`src/rtl/pin_ctrl_pkg.sv`:
```
package pin_ctrl_pkg;
    localparam int NUM_PINS = 7;
    localparam int PIN_TBEN  = 0;
    localparam int PIN_EXT   = 1;
    localparam int PIN_SMI   = 2;
    localparam int PIN_MCHK  = 3;
    localparam int PIN_CSTOP = 4;
    localparam int PIN_HRST  = 5;
    localparam int PIN_SRST  = 6;
    // resting levels: machine check, checkstop and hard reset idle high
    localparam logic [NUM_PINS-1:0] PIN_IDLE = 7'b0111000;

    localparam int PEND_W   = 4;
    localparam int PND_EXT  = 0;
    localparam int PND_SMI  = 1;
    localparam int PND_MCHK = 2;
    localparam int PND_SRST = 3;

    typedef enum logic {TB_FROZEN, TB_RUNNING} tb_state_e;
    typedef enum logic {CORE_RUNNING, CORE_HALTED} core_state_e;
endpackage

```
`src/rtl/pin_sync.sv`:
```
module pin_sync #(
    parameter int N      = 7,
    parameter int STAGES = 2,
    parameter logic [N-1:0] IDLE = '0
) (
    input  logic         clk,
    input  logic         rst_n,
    input  logic [N-1:0] pin_i,
    output logic [N-1:0] lvl_o
);
    for (genvar p = 0; p < N; p++) begin : g_pin
        logic [STAGES-1:0] chain;
        always_ff @(posedge clk or negedge rst_n) begin
            if (!rst_n) chain <= {STAGES{IDLE[p]}};
            else        chain <= {chain[STAGES-2:0], pin_i[p]};
        end
        assign lvl_o[p] = chain[STAGES-1];
    end
endmodule

```
`src/rtl/pin_edge_track.sv`:
```
module pin_edge_track #(
    parameter int N = 7,
    parameter logic [N-1:0] IDLE = '0
) (
    input  logic         clk,
    input  logic         rst_n,
    input  logic [N-1:0] lvl_i,
    output logic [N-1:0] rise_o,
    output logic [N-1:0] fall_o
);
    logic [N-1:0] stored;

    // a stored level only moves when the synchronised level differs
    always_ff @(posedge clk or negedge rst_n) begin
        if (!rst_n) stored <= IDLE;
        else        stored <= lvl_i;
    end

    assign rise_o =  lvl_i & ~stored;
    assign fall_o = ~lvl_i &  stored;
endmodule

```
`src/rtl/pend_vector.sv`:
```
module pend_vector #(
    parameter int W = 4
) (
    input  logic         clk,
    input  logic         rst_n,
    input  logic [W-1:0] set_i,
    input  logic [W-1:0] hw_clr_i,
    input  logic [W-1:0] sw_clr_i,
    output logic [W-1:0] pending_o,
    output logic         irq_o
);
    logic [W-1:0] nxt;

    // set beats either kind of clear
    assign nxt = (pending_o & ~hw_clr_i & ~sw_clr_i) | set_i;

    always_ff @(posedge clk or negedge rst_n) begin
        if (!rst_n) begin
            pending_o <= '0;
            irq_o     <= 1'b0;
        end else begin
            pending_o <= nxt;
            irq_o     <= |nxt;
        end
    end
endmodule

```
`src/rtl/core_ctrl.sv`:
```
module core_ctrl
    import pin_ctrl_pkg::*;
(
    input  logic clk,
    input  logic rst_n,
    input  logic tb_rise_i,
    input  logic tb_fall_i,
    input  logic cstop_assert_i,
    input  logic hrst_assert_i,
    output logic tb_run_o,
    output logic core_stop_o,
    output logic sys_reset_req_o
);
    tb_state_e   tb_q, tb_d;
    core_state_e core_q, core_d;

    always_ff @(posedge clk or negedge rst_n) begin
        if (!rst_n) begin
            tb_q   <= TB_FROZEN;
            core_q <= CORE_RUNNING;
        end else begin
            tb_q   <= tb_d;
            core_q <= core_d;
        end
    end

    always_comb begin
        tb_d = tb_q;
        unique case (tb_q)
            TB_FROZEN:  if (tb_rise_i) tb_d = TB_RUNNING;
            TB_RUNNING: if (tb_fall_i) tb_d = TB_FROZEN;
            default:    tb_d = TB_FROZEN;
        endcase
    end

    always_comb begin
        core_d = core_q;
        unique case (core_q)
            CORE_RUNNING: if (cstop_assert_i) core_d = CORE_HALTED;
            CORE_HALTED:  core_d = CORE_HALTED;
            default:      core_d = CORE_RUNNING;
        endcase
    end

    always_comb begin
        tb_run_o    = (tb_q == TB_RUNNING);
        core_stop_o = (core_q == CORE_HALTED);
    end

    always_ff @(posedge clk or negedge rst_n) begin
        if (!rst_n) sys_reset_req_o <= 1'b0;
        else        sys_reset_req_o <= hrst_assert_i;
    end
endmodule

```
`src/rtl/cpu_pin_ctrl.sv`:
```
module cpu_pin_ctrl
    import pin_ctrl_pkg::*;
#(
    parameter int SYNC_STAGES = 2
) (
    input  logic              clk,
    input  logic              rst_n,
    input  logic              tb_en_i,
    input  logic              ext_irq_i,
    input  logic              smi_i,
    input  logic              mchk_i,
    input  logic              chkstop_n_i,
    input  logic              hreset_n_i,
    input  logic              sreset_i,
    input  logic [PEND_W-1:0] pend_clr_i,
    output logic [PEND_W-1:0] pending_o,
    output logic              irq_req_o,
    output logic              tb_run_o,
    output logic              core_stop_o,
    output logic              sys_reset_req_o
);
    logic [NUM_PINS-1:0] pins, lvl, rise, fall;
    logic [PEND_W-1:0]   set_v, hclr_v;
    logic                tb_lvl, mchk_lvl;

    assign pins[PIN_TBEN]  = tb_en_i;
    assign pins[PIN_EXT]   = ext_irq_i;
    assign pins[PIN_SMI]   = smi_i;
    assign pins[PIN_MCHK]  = mchk_i;
    assign pins[PIN_CSTOP] = chkstop_n_i;
    assign pins[PIN_HRST]  = hreset_n_i;
    assign pins[PIN_SRST]  = sreset_i;

    pin_sync #(.N(NUM_PINS), .STAGES(SYNC_STAGES), .IDLE(PIN_IDLE)) u_sync (
        .clk(clk), .rst_n(rst_n), .pin_i(pins), .lvl_o(lvl));

    pin_edge_track #(.N(NUM_PINS), .IDLE(PIN_IDLE)) u_edge (
        .clk(clk), .rst_n(rst_n), .lvl_i(lvl), .rise_o(rise), .fall_o(fall));

    // level pins set on rise, clear on fall; machine check sets on fall only
    assign set_v[PND_EXT]   = rise[PIN_EXT];
    assign hclr_v[PND_EXT]  = fall[PIN_EXT];
    assign set_v[PND_SMI]   = rise[PIN_SMI];
    assign hclr_v[PND_SMI]  = fall[PIN_SMI];
    assign set_v[PND_MCHK]  = fall[PIN_MCHK];
    assign hclr_v[PND_MCHK] = 1'b0;
    assign set_v[PND_SRST]  = rise[PIN_SRST];
    assign hclr_v[PND_SRST] = fall[PIN_SRST];

    pend_vector #(.W(PEND_W)) u_pend (
        .clk(clk), .rst_n(rst_n), .set_i(set_v), .hw_clr_i(hclr_v),
        .sw_clr_i(pend_clr_i), .pending_o(pending_o), .irq_o(irq_req_o));

    core_ctrl u_core (
        .clk(clk), .rst_n(rst_n),
        .tb_rise_i(rise[PIN_TBEN]), .tb_fall_i(fall[PIN_TBEN]),
        .cstop_assert_i(fall[PIN_CSTOP]), .hrst_assert_i(fall[PIN_HRST]),
        .tb_run_o(tb_run_o), .core_stop_o(core_stop_o),
        .sys_reset_req_o(sys_reset_req_o));

    assign tb_lvl   = lvl[PIN_TBEN];
    assign mchk_lvl = lvl[PIN_MCHK];
endmodule

```
`config.mk`:
```
export PLATFORM = sky130hd
export DESIGN_NAME = cpu_pin_ctrl
export DESIGN_NICKNAME = d
export VERILOG_FILES = /design/src/rtl/pin_ctrl_pkg.sv /design/src/rtl/pin_sync.sv /design/src/rtl/pin_edge_track.sv /design/src/rtl/pend_vector.sv /design/src/rtl/core_ctrl.sv /design/src/rtl/cpu_pin_ctrl.sv
export SDC_FILE = /design/constraint.sdc
export NUM_CORES = 1
export LEC_CHECK = 0
export ABC_AREA = 0
export BUFFER_PORTS_ARGS = -buffer_cell sky130_fd_sc_hd__buf_2
export CORE_MARGIN = 3
export CORE_UTILIZATION = 51
export CTS_CLUSTER_DIAMETER = 120
export DETAILED_ROUTE_END_ITERATION = 7
export GPL_TIMING_DRIVEN = 0
export PLACE_DENSITY = 0.77
export SYNTH_ARGS = -nofsm -noshare
export SYNTH_HDL_FRONTEND = slang
export SYNTH_HIERARCHICAL = 1
export SYNTH_SLANG_ARGS = --single-unit
export TNS_END_PERCENT = 20
```
`constraint.sdc`:
```
create_clock -name clk -period 2 [get_ports clk]
set_input_delay 0.1 -clock clk [delete_from_list [all_inputs] [get_ports clk]]
set_output_delay 0.1 -clock clk [all_outputs]
set_load 0.05 [all_outputs]
```
==> results.ini, run 1 <==
[run_status]
status = finished clean

[critical_path]
path_max_fanout = 2
crit_buf_inv = 1
path_cells = buf_4 -> and2b_2 -> a21o_1 -> or4_4
critPathSlowestCell = dfstp_2
worstReg2RegStart = u_sync/g_pin[3].chain[1]
crit_family = simple AND/OR/NAND/NOR gates
r2r_cells = 4
worst-endpoint-required_ns = 2.19
rr_endpoint = u_pend/irq_o
path_class = flop to flop
crit_path_end_kind = flop
rrSetupSlack_ns = 0.36
cp_slowest_stage_delay_ns = 0.52
cp.arrival_ns = 1.83
start_kind = flop

[clocking]
h-tree-depth = 2
cts_buffer_depth = 2
cts_resized = 0
ctsRootBufferMaster = clkbuf_4
post-cts-setup-buffer-count = 0
path_clk_slew_ns = 0.08
clock_sinks = 29
clock_latency_ns = 0.31
cts_tree = built
cts_buffers = 5

[hold_path]
whs_endpoint = u_pend/pending_o[1]
hold_class = input pin to flop
hp-start = pend_clr_i[1]
hold_depth = 3

[global_route]
grt_max_degree = 30
track_usage_pct = 12.5
grt_pass1_vias = 505
antenna_found_initial = 0
grt-ovfl-total = 0
grt_pass1_wl_um = 2060

[floorplan]
fp.dieW_um = 49.5
num_rows = 15
core-area_mm2 = 0.00176
start_util_pct = 54.8
die_area_mm2 = 0.00245
io-pin-count = 21
die_y_um = 49.5

[routing]
wl_per_cell_um = 10.8
routed_wirelength_um = 1310
drc = 0
drt-pass1-iter-count = 1
drtAntennaViolNets = 0
vias_per_cell = 4.22
vias = 511
drt_iter0_markers = 0

[sta]
finalCritPeriodShare_pct = 81.8
finalMaxSlewViolations = 0
worstMarginPinSlew_ns = 0.587
relSlewSlack_pct = 60.9
clock.fmax_mhz = 611
setup_viol = 0
finalHoldViolCount = 0
finalCriticalPeriod_ns = 1.64
setup_tns_ns = 0
fin_worst_skew_ns = 0.00693
rsz0062_at_grt = no

[cells_and_area]
syn_to_final_growth_pct = 29.1
final_util_pct = 70.7
diodes = 0
final_area_mm2 = 0.00125
nNetsFinal = 108
drive_above_1_share_pct = 58.3
final_cell_mix = buf_2 (20), dfrtp_1 (20), and2b_2 (11), dfstp_2 (9), dlygate4sd3_1 (8)

[pwr]
cellLeakagePower_nw = 0.628
cellPowerDensity_mw_per_mm2 = 924
ir_worst_vdd_mv = 0.566

[placement]
place_area_mm2 = 0.00110
gp_congestion = 0.676
numPortBuffers = 20

[logic_synthesis]
syn_area_per_cell_um2 = 16.1
synth_warnings = 6
syn_area_um2 = 966
syn-num-nets = 73
syn_inst = 60

[run]
maxCapViolCount = 0

## layout make-up
cell class,instances,area [um2]
Buffer,7,52.6
Clock buffer,7,65.1
Clock inverter,1,5.00
Fill cell,139,517
Inverter,1,3.75
Multi-Input combinational cell,23,173
Sequential cell,29,737
Tap cell,25,31.3
Timing Repair Buffer,28,180
## flip-flops by register name, summed over array words and instances, names as in the netlist
register and cells:
u_edge/stored 7, u_core/core_stop_o 1, u_core/sys_reset_req_o 1, u_core/tb_run_o 1, u_pend/pending_o 4, u_pend/irq_o 1, u_sync/g_pin.chain 14
## power by group
part           internal (mW)  switching (mW)
Combinational         0.0546          0.0775
Clock                  0.203           0.179
Sequential             0.627          0.0115
Total                  0.885           0.268
## layer usage
metal	wire [um]	share of wire, %	vias to the layer above	track usage (%)
li1	-	-	250	-
met1	492	38	238	11.2
met2	679	52	18	20.3
met3	89	6.8	5	6.34
met4	46	3.5	0	11.1
met5	0	0	-	0
## tightest hold or removal path, delay by kind of cell
family                 cells  cell delay [ns]
and+or+nand+nor            1             0.03
buffers and inverters      1             0.08
AOI/OAI and AO/OA          1             0.18
## through the flow
| step | instances | hold WS, ns | setup WS (ns) | power [mW] |
|---|---|---|---|---|
| final | 121 | 0.114 | 0.363 | 1.15 |
| after global routing | 121 | 0.107 | 0.314 | 1.21 |
| after CTS | 121 | 0.100 | 0.353 | 1.18 |
| after detailed placement | 105 | 0.138 | 0.361 | 0.772 |
| after global placement | 105 | 0.132 | 0.410 | 0.766 |
| after floorplan | 60 | -0.196 | 0.426 | 0.729 |
## repair_timing
item                       CTS  global route
hold buffers                 8             0
hold endpoints to repair    27             0
setup endpoints to repair    0             0
## how the worst max path moves through the flow
| stage | cells after the start | from | end |
|---|---|---|---|
| final | 4 | u_sync/g_pin[3].chain[1] | u_pend/irq_o |
| after global routing | 4 | u_sync/g_pin[3].chain[1] | u_pend/irq_o |
| after CTS | 4 | u_sync/g_pin[3].chain[1] | u_pend/irq_o |
| after detailed placement | 4 | u_sync/g_pin[3].chain[1] | u_pend/irq_o |
| after global placement | 4 | u_sync/g_pin[3].chain[1] | u_pend/irq_o |
| after floorplan | 4 | u_sync/g_pin[3].chain[1] | u_pend/irq_o |
Power figures use the tool's default switching activity.
==> run 2: changes to the inputs <==
- ABC_AREA: 0 -> 1
- CORE_UTILIZATION: 51 -> 46
- PLACE_DENSITY: 0.77 -> 0.73
- clock period: 2 -> 1.4 ns (I/O delays scaled with it)
==> results.ini, run 2 <==
[run_status]
status = finished clean

[cells_and_area]
largest_reg_flops = 14  ; unchanged
biggestRegsByFlops = u_sync/g_pin.chain: 14 flops, u_edge/stored: 7 flops, u_pend/pending_o: 4 flops
top_register = u_sync/g_pin.chain
multiInputGateArea_um2 = 151  ; -12%
fillerInstances = 171  ; +23%
layout_commonest_cell = inv_1
final_cell_mix = inv_1 (22), buf_2 (20), dfrtp_1 (20), nor2_1 (11), dfstp_2 (9)
nNetsFinal = 134  ; +24%
seqCellArea_um2 = 737  ; unchanged
drive_above_1_share_pct = 43.4  ; -15 points
diodes = 0  ; unchanged
syn_to_final_growth_pct = 29.1  ; about the same

[critical_path]
crit_buf_inv = 1  ; unchanged
cp.arrival_ns = 0.98  ; -0.85 ns
crit_family = flip-flops
critPathSlowestCell = dfrtp_1
crit_path_end_kind = output pin
start_kind = flop
path_class = flop to output pin
worst-endpoint-required_ns = 1.33  ; -0.86 ns
rrSetupSlack_ns = 0.39  ; +0.03 ns
cp_slowest_stage_delay_ns = 0.39  ; -0.13 ns
path_max_fanout = 2  ; unchanged
path_cells = buf_2

[sta]
finalHoldViolCount = 0  ; unchanged
relSlewSlack_pct = 61.0  ; +0.094 points
finalMaxSlewViolations = 0  ; unchanged
fin_worst_skew_ns = 0.00482  ; -0.00211 ns
clock.fmax_mhz = 949
setup_viol = 0  ; unchanged
rsz0062_at_grt = no
finalCritPeriodShare_pct = 75.3
worstMarginPinSlew_ns = 0.585  ; -0.00142 ns
finalCriticalPeriod_ns = 1.05
setup_tns_ns = 0  ; unchanged

[global_route]
grt-ovfl-total = 0  ; unchanged
grt.busiest_layer = met2
grt_pass1_vias = 596  ; +18%
grt.met3_usage_pct = 8.45  ; +2.1 points
track_usage_pct = 12.1  ; -0.42 points
grt_pass1_wl_um = 2230  ; +8.4%
use_met2_pct = 19.8  ; -0.47 points
grt_max_degree = 30  ; unchanged
use_met1_pct = 10.4  ; -0.82 points
antenna_found_initial = 0  ; unchanged

[logic_synthesis]
syn_area_mm2 = 0.00103  ; +6.3%
syn_area_per_cell_um2 = 11.9  ; -26%
syn-num-nets = 99  ; +36%
synth_warnings = 6  ; unchanged
syn_inst = 86  ; +43%

[routing]
drc = 0  ; unchanged
wl_per_cell_um = 9.13  ; -15%
drt-pass1-iter-count = 2  ; +1
vias_per_cell = 4.12  ; -2.4%
routed_wirelength_um = 1360  ; +4.2%
drtAntennaViolNets = 0  ; unchanged
drt_iter0_markers = 3  ; +3
vias = 614  ; +20%

[pwr]
ir_worst_vdd_mv = 0.901  ; +59%
finalPower_mw = 1.82  ; +58%
cellLeakagePower_nw = 0.702  ; +12%
cellPowerDensity_mw_per_mm2 = 1370  ; +48%

[floorplan]
die_area_mm2 = 0.00284  ; +16%
core-area_mm2 = 0.00204  ; +16%
num_rows = 16  ; +1
fp.dieW_um = 53.3  ; +7.5%
io-pin-count = 21  ; unchanged
start_util_pct = 50.3  ; -4.4 points
die_y_um = 53.3  ; +7.5%

[placement]
dpl.hpwl_um = 909
gp_congestion = 0.628  ; -7.1%
numPortBuffers = 20  ; unchanged

[clocking]
h-tree-depth = 2  ; unchanged
path_clk_slew_ns = 0.08  ; about the same
cts_tree = built
cts_buffers = 5  ; unchanged
cts_buffer_depth = 2  ; unchanged
cts_resized = 0  ; unchanged
cts_hold_buf = 8  ; unchanged
clock_sinks = 29  ; unchanged
post-cts-setup-buffer-count = 0  ; unchanged
ctsRootBufferMaster = clkbuf_4
clock_latency_ns = 0.32  ; about the same

[run]
maxCapViolCount = 0  ; unchanged

[hold_path]
hold_class = input pin to flop

[run 2: changes by cell type in the layout (fill, tap and decap cells not counted), moves of 2 or more]
cell	previous run	this run
nand3_2	0	2
nand2_1	0	4
nor2_2	0	2
a21o_1	4	0
inv_1	1	22
nand2_2	0	4
and2b_2	11	0
nor2_1	4	11
[run 2: final timing paths]
kind,depth (start not counted),start,end
max,1,u_pend/pending_o[1],pending_o[1]
min,4,pend_clr_i[0],u_pend/pending_o[0]
max reg2reg,6,u_sync/g_pin[3].chain[1],u_pend/irq_o
min reg2reg,0,u_sync/g_pin[2].chain[0],u_sync/g_pin[2].chain[1]
max in group asynchronous,2,rst_n,u_edge/stored[0]
min in group asynchronous,2,rst_n,u_core/sys_reset_req_o
[run 2: cell type report]
| type | count | area share (%) |
|---|---|---|
| Inverter | 23 | 6.51 |
| Clock inverter | 1 | 2.26 |
| Timing Repair Buffer | 28 | 13.6 |
| Tap cell | 27 | 2.55 |
| Clock buffer | 7 | 4.15 |
| Multi-Input combinational cell | 27 | 11.4 |
| Buffer | 7 | 3.96 |
| Sequential cell | 29 | 55.6 |
[run 2: power breakdown]
| group | total [mW] | internal (mW) | switching (mW) |
|---|---|---|---|
| registers | 0.918 | 0.897 | 0.0206 |
| logic | 0.209 | 0.0751 | 0.134 |
| clock network | 0.693 | 0.426 | 0.267 |
[run 2: per-stage QoR]
step | util, % | hold slack, ns | cell area, um2 | setup WS [ns] | instances
6_report | 65.0 | 0.0113 | 1330 | 0.346 | 149
5_1_grt | 65.0 | 0.0185 | 1330 | 0.299 | 149
4_1_cts | 65.0 | 0.00831 | 1330 | 0.329 | 149
3_5_place_dp | 56.9 | 0.108 | 1160 | 0.405 | 133
3_3_place_gp | 56.9 | 0.103 | 1160 | 0.419 | 133
2_1_floorplan | - | -0.226 | 1030 | 0.394 | 86
[run 2: per-layer routing]
layer  share of wire, %  vias to the layer above  wire length (um)
li1                   -                      301                 -
met5                  0                        -                 0
met3                7.2                        3                98
met4                2.0                        0                27
met2                 54                       19               734
met1                 37                      291               500
